`config.mk`:
```
export PLATFORM = sky130hd
export DESIGN_NAME = idbus_selector
export DESIGN_NICKNAME = d
export VERILOG_FILES = /design/src/rtl/idbus_selector.sv
export SDC_FILE = /design/constraint.sdc
export NUM_CORES = 1
export LEC_CHECK = 0
export ABC_AREA = 0
export ABC_CLOCK_PERIOD_IN_PS = 2100
export BUFFER_PORTS_ARGS = -buffer_cell sky130_fd_sc_hd__buf_2
export CELL_PAD_IN_SITES_DETAIL_PLACEMENT = 1
export CELL_PAD_IN_SITES_GLOBAL_PLACEMENT = 1
export CORE_MARGIN = 8
export CORE_UTILIZATION = 35
export CTS_CLUSTER_DIAMETER = 100
export DETAILED_ROUTE_END_ITERATION = 8
export PLACE_DENSITY_LB_ADDON = 0.12
export SETUP_SLACK_MARGIN = 0.1
export SYNTH_ARGS = -nofsm -noshare
export SYNTH_HDL_FRONTEND = slang
export SYNTH_SLANG_ARGS = --single-unit
```
`constraint.sdc`:
```
create_clock -name clk -period 2.1 [get_ports clk]
set_clock_uncertainty 0.2 [all_clocks]
set_input_delay 0.105 -clock clk [delete_from_list [all_inputs] [get_ports clk]]
set_output_delay 0.105 -clock clk [all_outputs]
set_load 0.02 [all_outputs]
```
`src/rtl/idbus_selector.sv`:
```
module idbus_selector #(
  parameter int ID_W      = 3,
  parameter int FREE_CLKS = 4,
  parameter int ARB_CLKS  = 3,
  parameter int SEL_TMO   = 16
) (
  input  logic                 clk,
  input  logic                 rst_n,
  input  logic                 start,
  input  logic [ID_W-1:0]      own_id,
  input  logic [ID_W-1:0]      tgt_id,
  input  logic                 bsy_in_n,
  input  logic                 sel_in_n,
  input  logic [(1<<ID_W)-1:0] db_in_n,
  output logic                 bsy_out_n,
  output logic                 sel_out_n,
  output logic [(1<<ID_W)-1:0] db_out_n,
  output logic                 dbp_out_n,
  output logic                 busy,
  output logic                 arb_lost,
  output logic                 sel_ok,
  output logic                 sel_fail
);
  localparam int DB_W  = 1 << ID_W;
  localparam int MAXAF = (FREE_CLKS > ARB_CLKS) ? FREE_CLKS : ARB_CLKS;
  localparam int MAXC  = (MAXAF > SEL_TMO) ? MAXAF : SEL_TMO;
  localparam int CNT_W = $clog2(MAXC + 1);

  typedef enum logic [2:0] {S_IDLE, S_FREE, S_ARB, S_SEL, S_WAIT} st_t;

  st_t             st;
  logic [CNT_W-1:0] cnt;
  logic [ID_W-1:0] own_q, tgt_q;
  logic [DB_W-1:0] own_bit, tgt_bit, drive, hi_mask;
  logic            bus_free, higher, par;

  assign bus_free = bsy_in_n & sel_in_n;
  assign own_bit  = DB_W'(1) << own_q;
  assign tgt_bit  = DB_W'(1) << tgt_q;
  assign hi_mask  = ({DB_W{1'b1}} << own_q) << 1;
  assign higher   = |(~db_in_n & hi_mask);

  always_comb begin
    drive = '0;
    if (st == S_ARB) drive = own_bit;
    else if (st == S_SEL || st == S_WAIT) drive = own_bit | tgt_bit;
  end

  assign par       = (|drive) & ~(^drive);
  assign db_out_n  = ~drive;
  assign dbp_out_n = ~par;
  assign bsy_out_n = ~(st == S_ARB || st == S_SEL);
  assign sel_out_n = ~(st == S_SEL || st == S_WAIT);
  assign busy      = (st != S_IDLE);

  always_ff @(posedge clk or negedge rst_n) begin
    if (!rst_n) begin
      st       <= S_IDLE;
      cnt      <= '0;
      own_q    <= '0;
      tgt_q    <= '0;
      arb_lost <= 1'b0;
      sel_ok   <= 1'b0;
      sel_fail <= 1'b0;
    end else begin
      arb_lost <= 1'b0;
      sel_ok   <= 1'b0;
      sel_fail <= 1'b0;
      unique case (st)
        S_IDLE:
          if (start && own_id != tgt_id) begin
            own_q <= own_id;
            tgt_q <= tgt_id;
            cnt   <= '0;
            st    <= S_FREE;
          end
        S_FREE:
          if (!bus_free) cnt <= '0;
          else if (cnt == CNT_W'(FREE_CLKS - 1)) begin
            cnt <= '0;
            st  <= S_ARB;
          end else cnt <= cnt + 1'b1;
        S_ARB:
          if (cnt == CNT_W'(ARB_CLKS - 1)) begin
            cnt <= '0;
            if (higher) begin
              arb_lost <= 1'b1;
              st       <= S_FREE;
            end else st <= S_SEL;
          end else cnt <= cnt + 1'b1;
        S_SEL: begin
          cnt <= '0;
          st  <= S_WAIT;
        end
        S_WAIT:
          if (!bsy_in_n) begin
            sel_ok <= 1'b1;
            st     <= S_IDLE;
          end else if (cnt == CNT_W'(SEL_TMO - 1)) begin
            sel_fail <= 1'b1;
            st       <= S_IDLE;
          end else cnt <= cnt + 1'b1;
        default: st <= S_IDLE;
      endcase
    end
  end
endmodule

```
# == Word-level counts from Yosys, hierarchy flattened ==
# Index checks and enable logic that the tools add are counted.
# classes
mux,25
n_lt_le_gt_ge,0
mul,0
reduce_logical,12
addsub,1
eq_ne,15
div_mod_pow,0
bitwise,10
shifts,3
# ops
operator,count
$mux W5,6
$pmux W5 S5,1
$mux W3,6
$mux W8,2
$not A8 Y8,2
$reduce_or A8 Y1,2
$shl A1 B3 Y8 const A,2
$pmux W3 S5,1
$eq A5 B2 Y1 const B,2
$ne A2 B2 Y1 const B,5
$and A8 B8 Y8,1
$mux W1,8
$or A8 B8 Y8,1
$reduce_xor A8 Y1,1
$shl A8 B3 Y7 const A,1
$eq A3 B2 Y1 const B,2
$add A5 B1 Y5 const B,1
$eq A5 B4 Y1 const B,1
$reduce_and A5 Y1,1
$reduce_bool A5 Y1,1
$not A1 Y1,4
$reduce_and A4 Y1,1
$eq A3 B1 Y1 const B,1
$eq A3 B3 Y1 const B,1
10 further kinds,12
# word_totals
mem_bits_ro,0
ram_bits,0
out_inout_bits,15
register_bits,17
inputBits,19
latchBits,0
memories,0
wordCells,73

# == Depth between registers and ports, before layout ==
# Gate-level depths: netlist of run 1.
# logic_depth
depth_word,8
ltp_mapped,10
depth_no_buf,9

# == Least setup slack after synthesis of run 1 ==
# OpenSTA, ideal clock, no wires.
# synth_timing
path_kind,reg-to-output
start,reg st[2]
end,out dbp_out_n
path_buffers,1
arrival_ns,2.263
setup_slack_ns,-0.468
path_stages_with_launch,11
path_cell_list,dfrtp_1 -> clkbuf_8 -> nor2b_4 -> inv_4 -> nor2_8 -> nor4b_1 -> o21ai_0 -> ha_1 -> xnor2_1 -> xnor2_1 -> nand2_1
# synth_between
elab_chain_len,8
elab_cells_between_ends,11
# synth_rtl
element,line_no,text
"start, declared",31,st_t st;
"start signal, assigned",58,st <= S_IDLE;
"start signal, assigned",75,st <= S_FREE;
"start signal, assigned",81,st <= S_ARB;
$eq A3 B2 Y1 / $eq A3 B3 Y1 (equally long branches),46,else if (st == S_SEL || st == S_WAIT) drive = own_bit | tgt_bit;
$logic_or A1 B1 Y1,46,
$mux W8,46,
$mux W8 (*),45,if (st == S_ARB) drive = own_bit;
$reduce_xor A8 Y1,49,assign par = (|drive) & ~(^drive);
$not A1 Y1,49,
$and A1 B1 Y1 (*),49,
$not A1 Y1 (*),51,assign dbp_out_n = ~par;
"end, declared",18,"output logic dbp_out_n,"
# Mark *: on every way between the ends. The rest lies on a longest branch, timed or not.

# == Worst setup path after layout of run 1 ==
# layout_timing
start,reg st[1]
end,out dbp_out_n
# Same word-level chain as after synthesis.

==> reports/summary.txt, run 1 <==
run status - finished, violations left
failing checks - negative setup slack
Worst Hold Class - in -> reg
TNS Setup - -0.625 ns
Vias - 1343
fin util - 0.623
ANT nets after route - 0
final critical-path required period - 2.61 ns
number of global-route vias before repair - 1514
GR Util All Layers - 0.158
Via-to-Cell Ratio - 5.21
Synth-to-Final Area Change - 76.2%
# DRC - 0
CP max FO - 4
WP data arrival - 2.30 ns
Yosys warning total - 0
top post-synthesis cells by count - nand2_1 (18), dfrtp_1 (17), o21ai_0 (10), ha_1 (7), mux2_4 (6)
Skew-Pair Late Insertion Delay - 0.30 ns
Hold WS - 0.0195 ns
worst vdd ir - 0.704 mV
critical path, cell by cell - nor2b_4 -> inv_4 -> nor2_8 -> nor4_4 -> o21ai_2 -> ha_1 -> xnor2_2 -> xnor2_1 -> nand2_2 -> buf_6
layout cell share with drive strength beyond 1 - 0.657
pwr/cell area - 779 mW/mm²
Fin. Hold Viols - 0
CP peak stage delay - 0.45 ns
total die area - 0.00579 mm²
DR WL/cell - 19.1 µm
CTS sink cnt - 17
register area share after synthesis - 0.336
Initial Utilization - 0.353
setup slack after layout - -0.509 ns
syn_nets - 156
R2R Setup Slk - -0.08 ns
endpoints failing setup - 4
max cap viols - 0
Overflow after GRT - 0
top area cells in the synthesized netlist - dfrtp_1 (34%), mux2_4 (7.1%), ha_1 (6.9%)
Max Freq - 383 MHz
ant diodes - 0
startpoint class of the critical path - flip-flop
CTS tree - built
ys async rst share - 1.00
Synth area leader - dfrtp_1
Yosys cell types - 45
GP Congestion - 0.786
largest net degree at the start of global routing - 18
global-route wire length before repair - 7430 µm
detailed placement HPWL - 3060 µm
post-synthesis cell count - 130
Placement Setup Slack - -0.245 ns
Setup Crit Path Kind - reg -> out
Pleak - 0.984 nW
Port Buffer Count - 32
Post-synth EDFFs - 0
most numerous cell in the Yosys netlist - nand2_1
Slew HR - 0.722
initial antenna violation count - 0
flops & latches, synth - 17
WP data required - 1.79 ns
Iteration-0 DRC Markers - 76
Mapped Area - 0.00126 mm²
Die Height - 76.1 µm
Setup crit end kind - output pin
NumNets Final - 237
Max Slew Vio Count - 0
root buf cell - clkbuf_4
area share of the largest cell type after synthesis - 0.336
row count - 22
Reg clk slew, reported paths - 0.11 ns
final WL - 4920 µm
# IOs - 34
CP max stage cell - dfrtp_2
ys flop type - dfrtp_1
Placeable Area - 0.00358 mm²
Die Span X - 76.1 µm
syn_area_per_cell - 9.73 µm²
worst-margin pin slew - 0.418 ns
drt pass-1 iters - 4
RSZ-0062 raised after global routing - true
CTS max path bufs - 2
CTS Buf Count - 3
post-route clock period utilization - 1.24
Max H-tree Level - 1
per-layer routing:
| metal | vias up | part of all wire | GRT usage |
|---|---|---|---|
| met3 | 8 | 0.036 | 0.0401 |
| met4 | 0 | 0.015 | 0.0788 |
| met2 | 28 | 0.56 | 0.291 |
| met5 | - | 0 | 0 |
| met1 | 672 | 0.39 | 0.160 |
| li1 | 635 | - | - |
stage by stage:
stage	total power [mW]	std cells	cell area, µm²
6_report	1.74	258	2230
4_1_cts	1.62	254	2090
3_3_place_gp	1.21	231	1700
3_5_place_dp	1.25	231	1700
2_1_floorplan	0.961	130	1310
5_1_grt	1.84	258	2230
logic make-up after synthesis:
family          count (synthesis)  synth area share
fa+ha+maj                       8            0.0771
flops                          17             0.336
buf+inv                        11            0.0544
compound gates                 30             0.169
simple gates                   52             0.250
mux                             6            0.0712
xor+xnor                        6            0.0416
placed cells by master, fill, tap and decap left out, types with 2 or more instances in the layout:
master and count:
nor2_1 4, nor3b_1 3, ha_2 2, o22ai_1 2, clkbuf_4 3, nand3_1 3
xor2_1 3, xnor2_2 2, nand4_1 2, nand2b_4 2, o31a_1 2, o21ai_2 8
nor4b_4 3, dfrtp_2 5, buf_2 28, buf_6 11, o21ai_1 2, inv_1 3
dfrtp_1 12, buf_4 33, ha_4 3, dlygate4sd3_1 9, mux2_4 6, nand2_1 11
ha_1 2, nand2_2 6
final timing paths:
path | from | endpoint | cells after the start
worst max-delay path | st[1]$_DFFE_PN0P_ | dbp_out_n | 10
worst min-delay path | db_in_n[5] | arb_lost$_DFF_PN0_ | 4
worst max register to register | cnt[0]$_DFFE_PN0P_ | cnt[3]$_DFFE_PN0P_ | 8
worst min register to register | cnt[0]$_DFFE_PN0P_ | cnt[0]$_DFFE_PN0P_ | 2
max in group asynchronous | rst_n | tgt_q[0]$_DFFE_PN0P_ | 2
min in group asynchronous | rst_n | st[2]$_DFFE_PN0P_ | 2
registers in the layout, summed over array words and instances, names as in the netlist:
signal	count
cnt	5
arb_lost	1
tgt_q	3
sel_ok	1
sel_fail	1
st	3
own_q	3
power breakdown:
group / total [mW] / leakage, nW / switching, mW / internal [mW]
clock: 0.184 / 0.0177 / 0.113 / 0.0710
sequential: 0.619 / 0.214 / 0.212 / 0.407
combinational: 0.933 / 0.752 / 0.390 / 0.543
area by class of cell:
type | count | area (µm²)
fillers | 393 | 1350
multi-input cells | 102 | 1070
repair buffers | 82 | 622
flip-flops and latches | 17 | 432
well taps | 48 | 60.1
clock buffers | 3 | 22.5
inverters | 5 | 21.3
clock inverters | 1 | 5.00
critical path: cells and delay by family, from the launching register on:
family	cells	cell delay, ns
buf+inv	2	0.22
simple gates	4	0.52
fa+ha+maj	1	0.33
compound gates	1	0.11
flops	1	0.45
xor+xnor	2	0.36
repair_timing:
| action | CTS | global route |
|---|---|---|
| pin swaps | 17 | 11 |
| hold buffers | 9 | 0 |
| buffers inserted | 10 | 4 |
| gates resized for setup | 43 | 22 |
| endpoints found under the hold margin | 26 | 0 |
| endpoints found under the setup margin | 8 | 17 |
Note: power is estimated with default switching activity, not from simulation.
==> run 2: changes to the inputs <==
- HOLD_SLACK_MARGIN: unset -> 0.02
- TNS_END_PERCENT: unset -> 1
==> run 2 against run 1 <==
  * The run still ends with negative setup slack left
  * Sequential power down 2%
  * Sequential cell count unchanged
  * Sequential share of layout area grew 1.7 points
  * Design area decreased by 8.3%
  * Cell count decreased by 3.9%
  * Combinational power is 8.8% lower
  * Critical path type unchanged
  * Largest cell class unchanged
  * Highest routed layer is now met3
==> reports/summary.txt, run 2 (synthesis gave the netlist of run 1 again) <==
run status - finished, violations left
failing checks - negative setup slack
max reg flops - 5
final WL - 4340 µm
Setup crit start - tgt_q[2]$_DFFE_PN0P_
Max H-tree Level - 1
startpoint class of the critical path - flip-flop
CP max FO - 6
max cap viols - 0
Pleak - 0.903 nW
commonest non-fill, non-tap cell in the layout - buf_2
CTS Buf Count - 3
Inst Count DP - 231
final critical-path required period - 2.55 ns
# IOs - 34
drt pass-1 iters - 4
Design Area, Final - 0.00204 mm²
DR WL/cell - 17.5 µm
CTS tree - built
Iteration-0 DRC Markers - 81
Hold WS - 0.0642 ns
WP data required - 1.79 ns
Setup Crit Path Kind - reg -> out
Placeable Area - 0.00358 mm²
Via-to-Cell Ratio - 5.13
Worst Hold Class - in -> async
ant diodes - 0
RSZ-0062 raised after global routing - true
Cell Area, Placed - 0.00170 mm²
endpoints failing setup - 3
Overflow after GRT - 0
setup slack after layout - -0.447 ns
Skew-Pair Late Insertion Delay - 0.29 ns
Fillers - 397
CTS max path bufs - 2
row count - 22
GR Util All Layers - 0.147
Max Slew Vio Count - 0
Fin. Hold Viols - 0
# DRC - 0
fin util - 0.571
CTS sink cnt - 17
most frequent cells in the layout - buf_2 (31), buf_4 (28), dfrtp_1 (13), nand2_1 (12), dlygate4sd3_1 (9)
Initial Utilization - 0.353
NumNets Final - 227
GP Congestion - 0.786
detailed placement HPWL - 3150 µm
Slew HR - 0.717
final non-filler cell total - 248
Setup crit end kind - output pin
WP data arrival - 2.24 ns
worst vdd ir - 0.641 mV
global-route wire length before repair - 7160 µm
total die area - 0.00579 mm²
number of global-route vias before repair - 1495
pwr/cell area - 801 mW/mm²
Reg-to-Reg Start - cnt[1]$_DFFE_PN0P_
Placement Setup Slack - -0.275 ns
Total Power - 1.64 mW
Die Span X - 76.1 µm
Reg clk slew, reported paths - 0.10 ns
worst-margin pin slew - 0.419 ns
layout cell share with drive strength beyond 1 - 0.600
Vias - 1272
Synth-to-Final Area Change - 61.6%
ANT nets after route - 0
Max Freq - 393 MHz
root buf cell - clkbuf_4
TNS Setup - -0.480 ns
post-route clock period utilization - 1.21
Die Height - 76.1 µm
initial antenna violation count - 0
Largest Register - cnt
largest net degree at the start of global routing - 18
Port Buffer Count - 32
[run 2: worst paths after layout]
kind / endpoint / slack (ns) / cells after the start
max: dbp_out_n / -0.45 / 9
min: cnt[4]$_DFFE_PN0P_ / 0.06 / 2
max reg2reg: cnt[3]$_DFFE_PN0P_ / -0.03 / 8
min reg2reg: cnt[0]$_DFFE_PN0P_ / 0.38 / 2
max in group asynchronous: st[0]$_DFFE_PN0P_ / 1.32 / 2
min in group clk: st[0]$_DFFE_PN0P_ / 0.17 / 4
[run 2: final cells by class]
cell class | count | area, µm² | area share
Multi-Input combinational cell | 102 | 996 | 0.487
Timing Repair Buffer | 72 | 509 | 0.249
Sequential cell | 17 | 430 | 0.211
Tap cell | 48 | 60.1 | 0.0294
Clock buffer | 3 | 22.5 | 0.0110
Inverter | 5 | 21.3 | 0.0104
Clock inverter | 1 | 5.00 | 0.00245
[run 2: power by group]
part	leakage, nW	internal (mW)	total (mW)	switching, mW
clock	0.0177	0.0708	0.177	0.107
combinational	0.670	0.497	0.851	0.354
sequential	0.215	0.405	0.609	0.204
total	0.903	0.973	1.64	0.664
[run 2: repair_timing]
item                       CTS  global route
pin swaps                    8             8
resized for setup           29            13
setup buffers                3             1
hold buffers                 9             0
hold endpoints to repair    26             0
setup endpoints to repair    9            14
[run 2: metal layers]
| metal | track usage | vias to the layer above | routed length (µm) |
|---|---|---|---|
| met5 | 0 | - | 0 |
| met3 | 0.0377 | 0 | 145 |
| met2 | 0.291 | 20 | 2410 |
| met1 | 0.156 | 638 | 1790 |
| li1 | - | 614 | - |
| met4 | 0.00962 | 0 | 0 |
[run 2: worst max-delay path: stages, from the launching register on]
cell	delay [ns]
dfrtp_1	0.57
buf_4	0.19
nand3b_1	0.14
o22ai_2	0.16
nand2_1	0.12
ha_4	0.23
xnor2_2	0.14
xnor2_1	0.19
nand2_2	0.07
buf_4	0.15
==> run 3: changes to the inputs <==
- SKIP_CTS_REPAIR_TIMING: unset -> 1
==> run 3 against run 2 <==
  * The flow still finishes with violations (negative setup slack)
  * Global-route usage is 1.6 points lower
  * Sequential cell count stayed put
  * First-iteration DRC count is 28% lower
  * Design area is 0.86% higher
  * Sequential power is 2% lower
  * Register-to-register slack better by 0.03 ns
  * Non-clock buffer count is 1 lower
  * Worst hold slack worse by 0.0083 ns
  * Combinational power hardly changed
  * Routed wire length is 2.4% lower
  * Power is 0.28% lower
  * Worst setup slack worse by 0.033 ns
  * Critical path type unchanged
  * Critical endpoint unchanged
  * Largest cell class unchanged
  * Highest routed layer is now met4
==> reports/summary.txt, run 3 (synthesis gave the netlist of run 1 again) <==
run status - finished, violations left
failing checks - negative setup slack
pwr/cell area - 792 mW/mm²
Setup crit start - st[1]$_DFFE_PN0P_
Vias - 1298
RR Endpoint - cnt[3]$_DFFE_PN0P_
ANT nets after route - 0
Initial Utilization - 0.353
Pleak - 0.914 nW
Placeable Area - 0.00358 mm²
Stages on worst setup path - 10
drt pass-1 iters - 4
WP data required - 1.79 ns
layout cell share with drive strength beyond 1 - 0.583
Synth-to-Final Area Change - 63.0%
CP peak stage delay - 0.45 ns
CTS Buf Count - 3
row count - 22
Design Area, Final - 0.00206 mm²
CP top delay family - simple AND/OR/NAND/NOR gates
TNS Setup - -0.484 ns
# DRC - 0
startpoint class of the critical path - flip-flop
most frequent cells in the layout - buf_4 (28), buf_2 (27), dfrtp_1 (15), nand2_1 (12), dlygate4sd3_1 (9)
NumNets Final - 226
WP buf/inv - 2
Max H-tree Level - 1
DR WL/cell - 17.2 µm
RSZ-0062 raised after global routing - true
global-route wire length before repair - 6470 µm
CTS max path bufs - 2
Overflow after GRT - 0
final critical-path required period - 2.58 ns
Cell Area, Placed - 0.00170 mm²
Setup crit end kind - output pin
Iteration-0 DRC Markers - 58
R2R Setup Slk - 0 ns
endpoints failing setup - 2
P_sw - 0.659 mW
Max Slew Vio Count - 0
met2 Use GR - 0.249
Internal - 0.973 mW
Comb pwr share - 0.523
Fillers - 395
Slew HR - 0.700
critical path, cell by cell - nor2b_4 -> inv_4 -> nor2_8 -> nor4_2 -> o21ai_2 -> ha_1 -> xnor2_2 -> xnor2_1 -> nand2_2 -> buf_6
Via-to-Cell Ratio - 5.26
worst vdd ir - 0.531 mV
Reg clk slew, reported paths - 0.10 ns
Setup Crit Path Kind - reg -> out
GR Util All Layers - 0.131
Largest Register - cnt
CP max FO - 4
GRT met1 Usage - 0.142
Flop pwr share - 0.367
detailed placement HPWL - 3150 µm
Worst Reg-to-Reg Cells - 7
total die area - 0.00579 mm²
commonest non-fill, non-tap cell in the layout - buf_4
GP Congestion - 0.786
setup slack after layout - -0.481 ns
final WL - 4240 µm
WP data arrival - 2.28 ns
# IOs - 34
ant diodes - 0
initial antenna violation count - 0
worst setup path endpoint - dbp_out_n
grt peak-use layer - met2
Fin. Hold Viols - 0
CTS tree - built
Worst Hold Class - in -> async
Max Freq - 387 MHz
max cap viols - 0
Hold WS - 0.0559 ns
Die Span X - 76.1 µm
met3 GRT Util - 0.0401
post-route clock period utilization - 1.23
Port Buffer Count - 32
CTS sink cnt - 17
largest net degree at the start of global routing - 18
Clock power frac - 0.110
root buf cell - clkbuf_4
Die Height - 76.1 µm
worst-margin pin slew - 0.445 ns
Skew-Pair Late Insertion Delay - 0.29 ns
Reg-to-Reg Start - cnt[0]$_DFFE_PN0P_
CP max stage cell - dfrtp_2
switching fraction of total power - 0.404
max reg flops - 5
number of global-route vias before repair - 1409
## run 3: changes by cell type in the layout (fill, tap and decap cells not counted), sizes merged
cell  previous run  this run
buf             63        62
## run 3: per-layer routing
layer  up-vias  routed length, µm
li1        620                  -
met1       649               1730
met2        23               2270
met3         6                171
met4         0                 61
met5         -                  0
## run 3: stage by stage
stage	total power, mW	instances	setup slack, ns	utilization
after floorplan	0.961	130	-0.194	-
after global placement	1.21	231	-0.215	0.475
final	1.63	247	-0.481	0.576
after CTS	1.44	235	-0.625	0.483
after global routing	1.73	247	-0.568	0.576
after detailed placement	1.26	231	-0.275	0.475
## run 3: power by group through the flow
stage                     Combinational, mW  Clock [mW]  Sequential [mW]
final                                 0.854       0.180            0.599
after global routing                  0.919       0.195            0.618
after CTS                             0.699       0.186            0.559
after detailed placement              0.696           0            0.566
after global placement                0.662           0            0.546
after floorplan                       0.485           0            0.476
## run 3: cell type report
class / instances / area (µm²) / share of cell area
timing repair buffer: 71 / 532 / 0.258
multi-input combinational: 102 / 993 / 0.482
tap: 48 / 60.1 / 0.0291
sequential: 17 / 428 / 0.208
clock buffer: 3 / 22.5 / 0.0109
inverter: 5 / 21.3 / 0.0103
clock inverter: 1 / 5.00 / 0.00243
## run 3: worst min path at each step
stage	start	endpoint	slack [ns]
after floorplan	rst_n	arb_lost$_DFF_PN0_	-0.39
after global placement	rst_n	sel_ok$_DFF_PN0_	-0.14
after detailed placement	rst_n	sel_ok$_DFF_PN0_	-0.14
after CTS	rst_n	cnt[4]$_DFFE_PN0P_	-0.47
after global routing	rst_n	tgt_q[1]$_DFFE_PN0P_	0.11
final	rst_n	st[2]$_DFFE_PN0P_	0.06
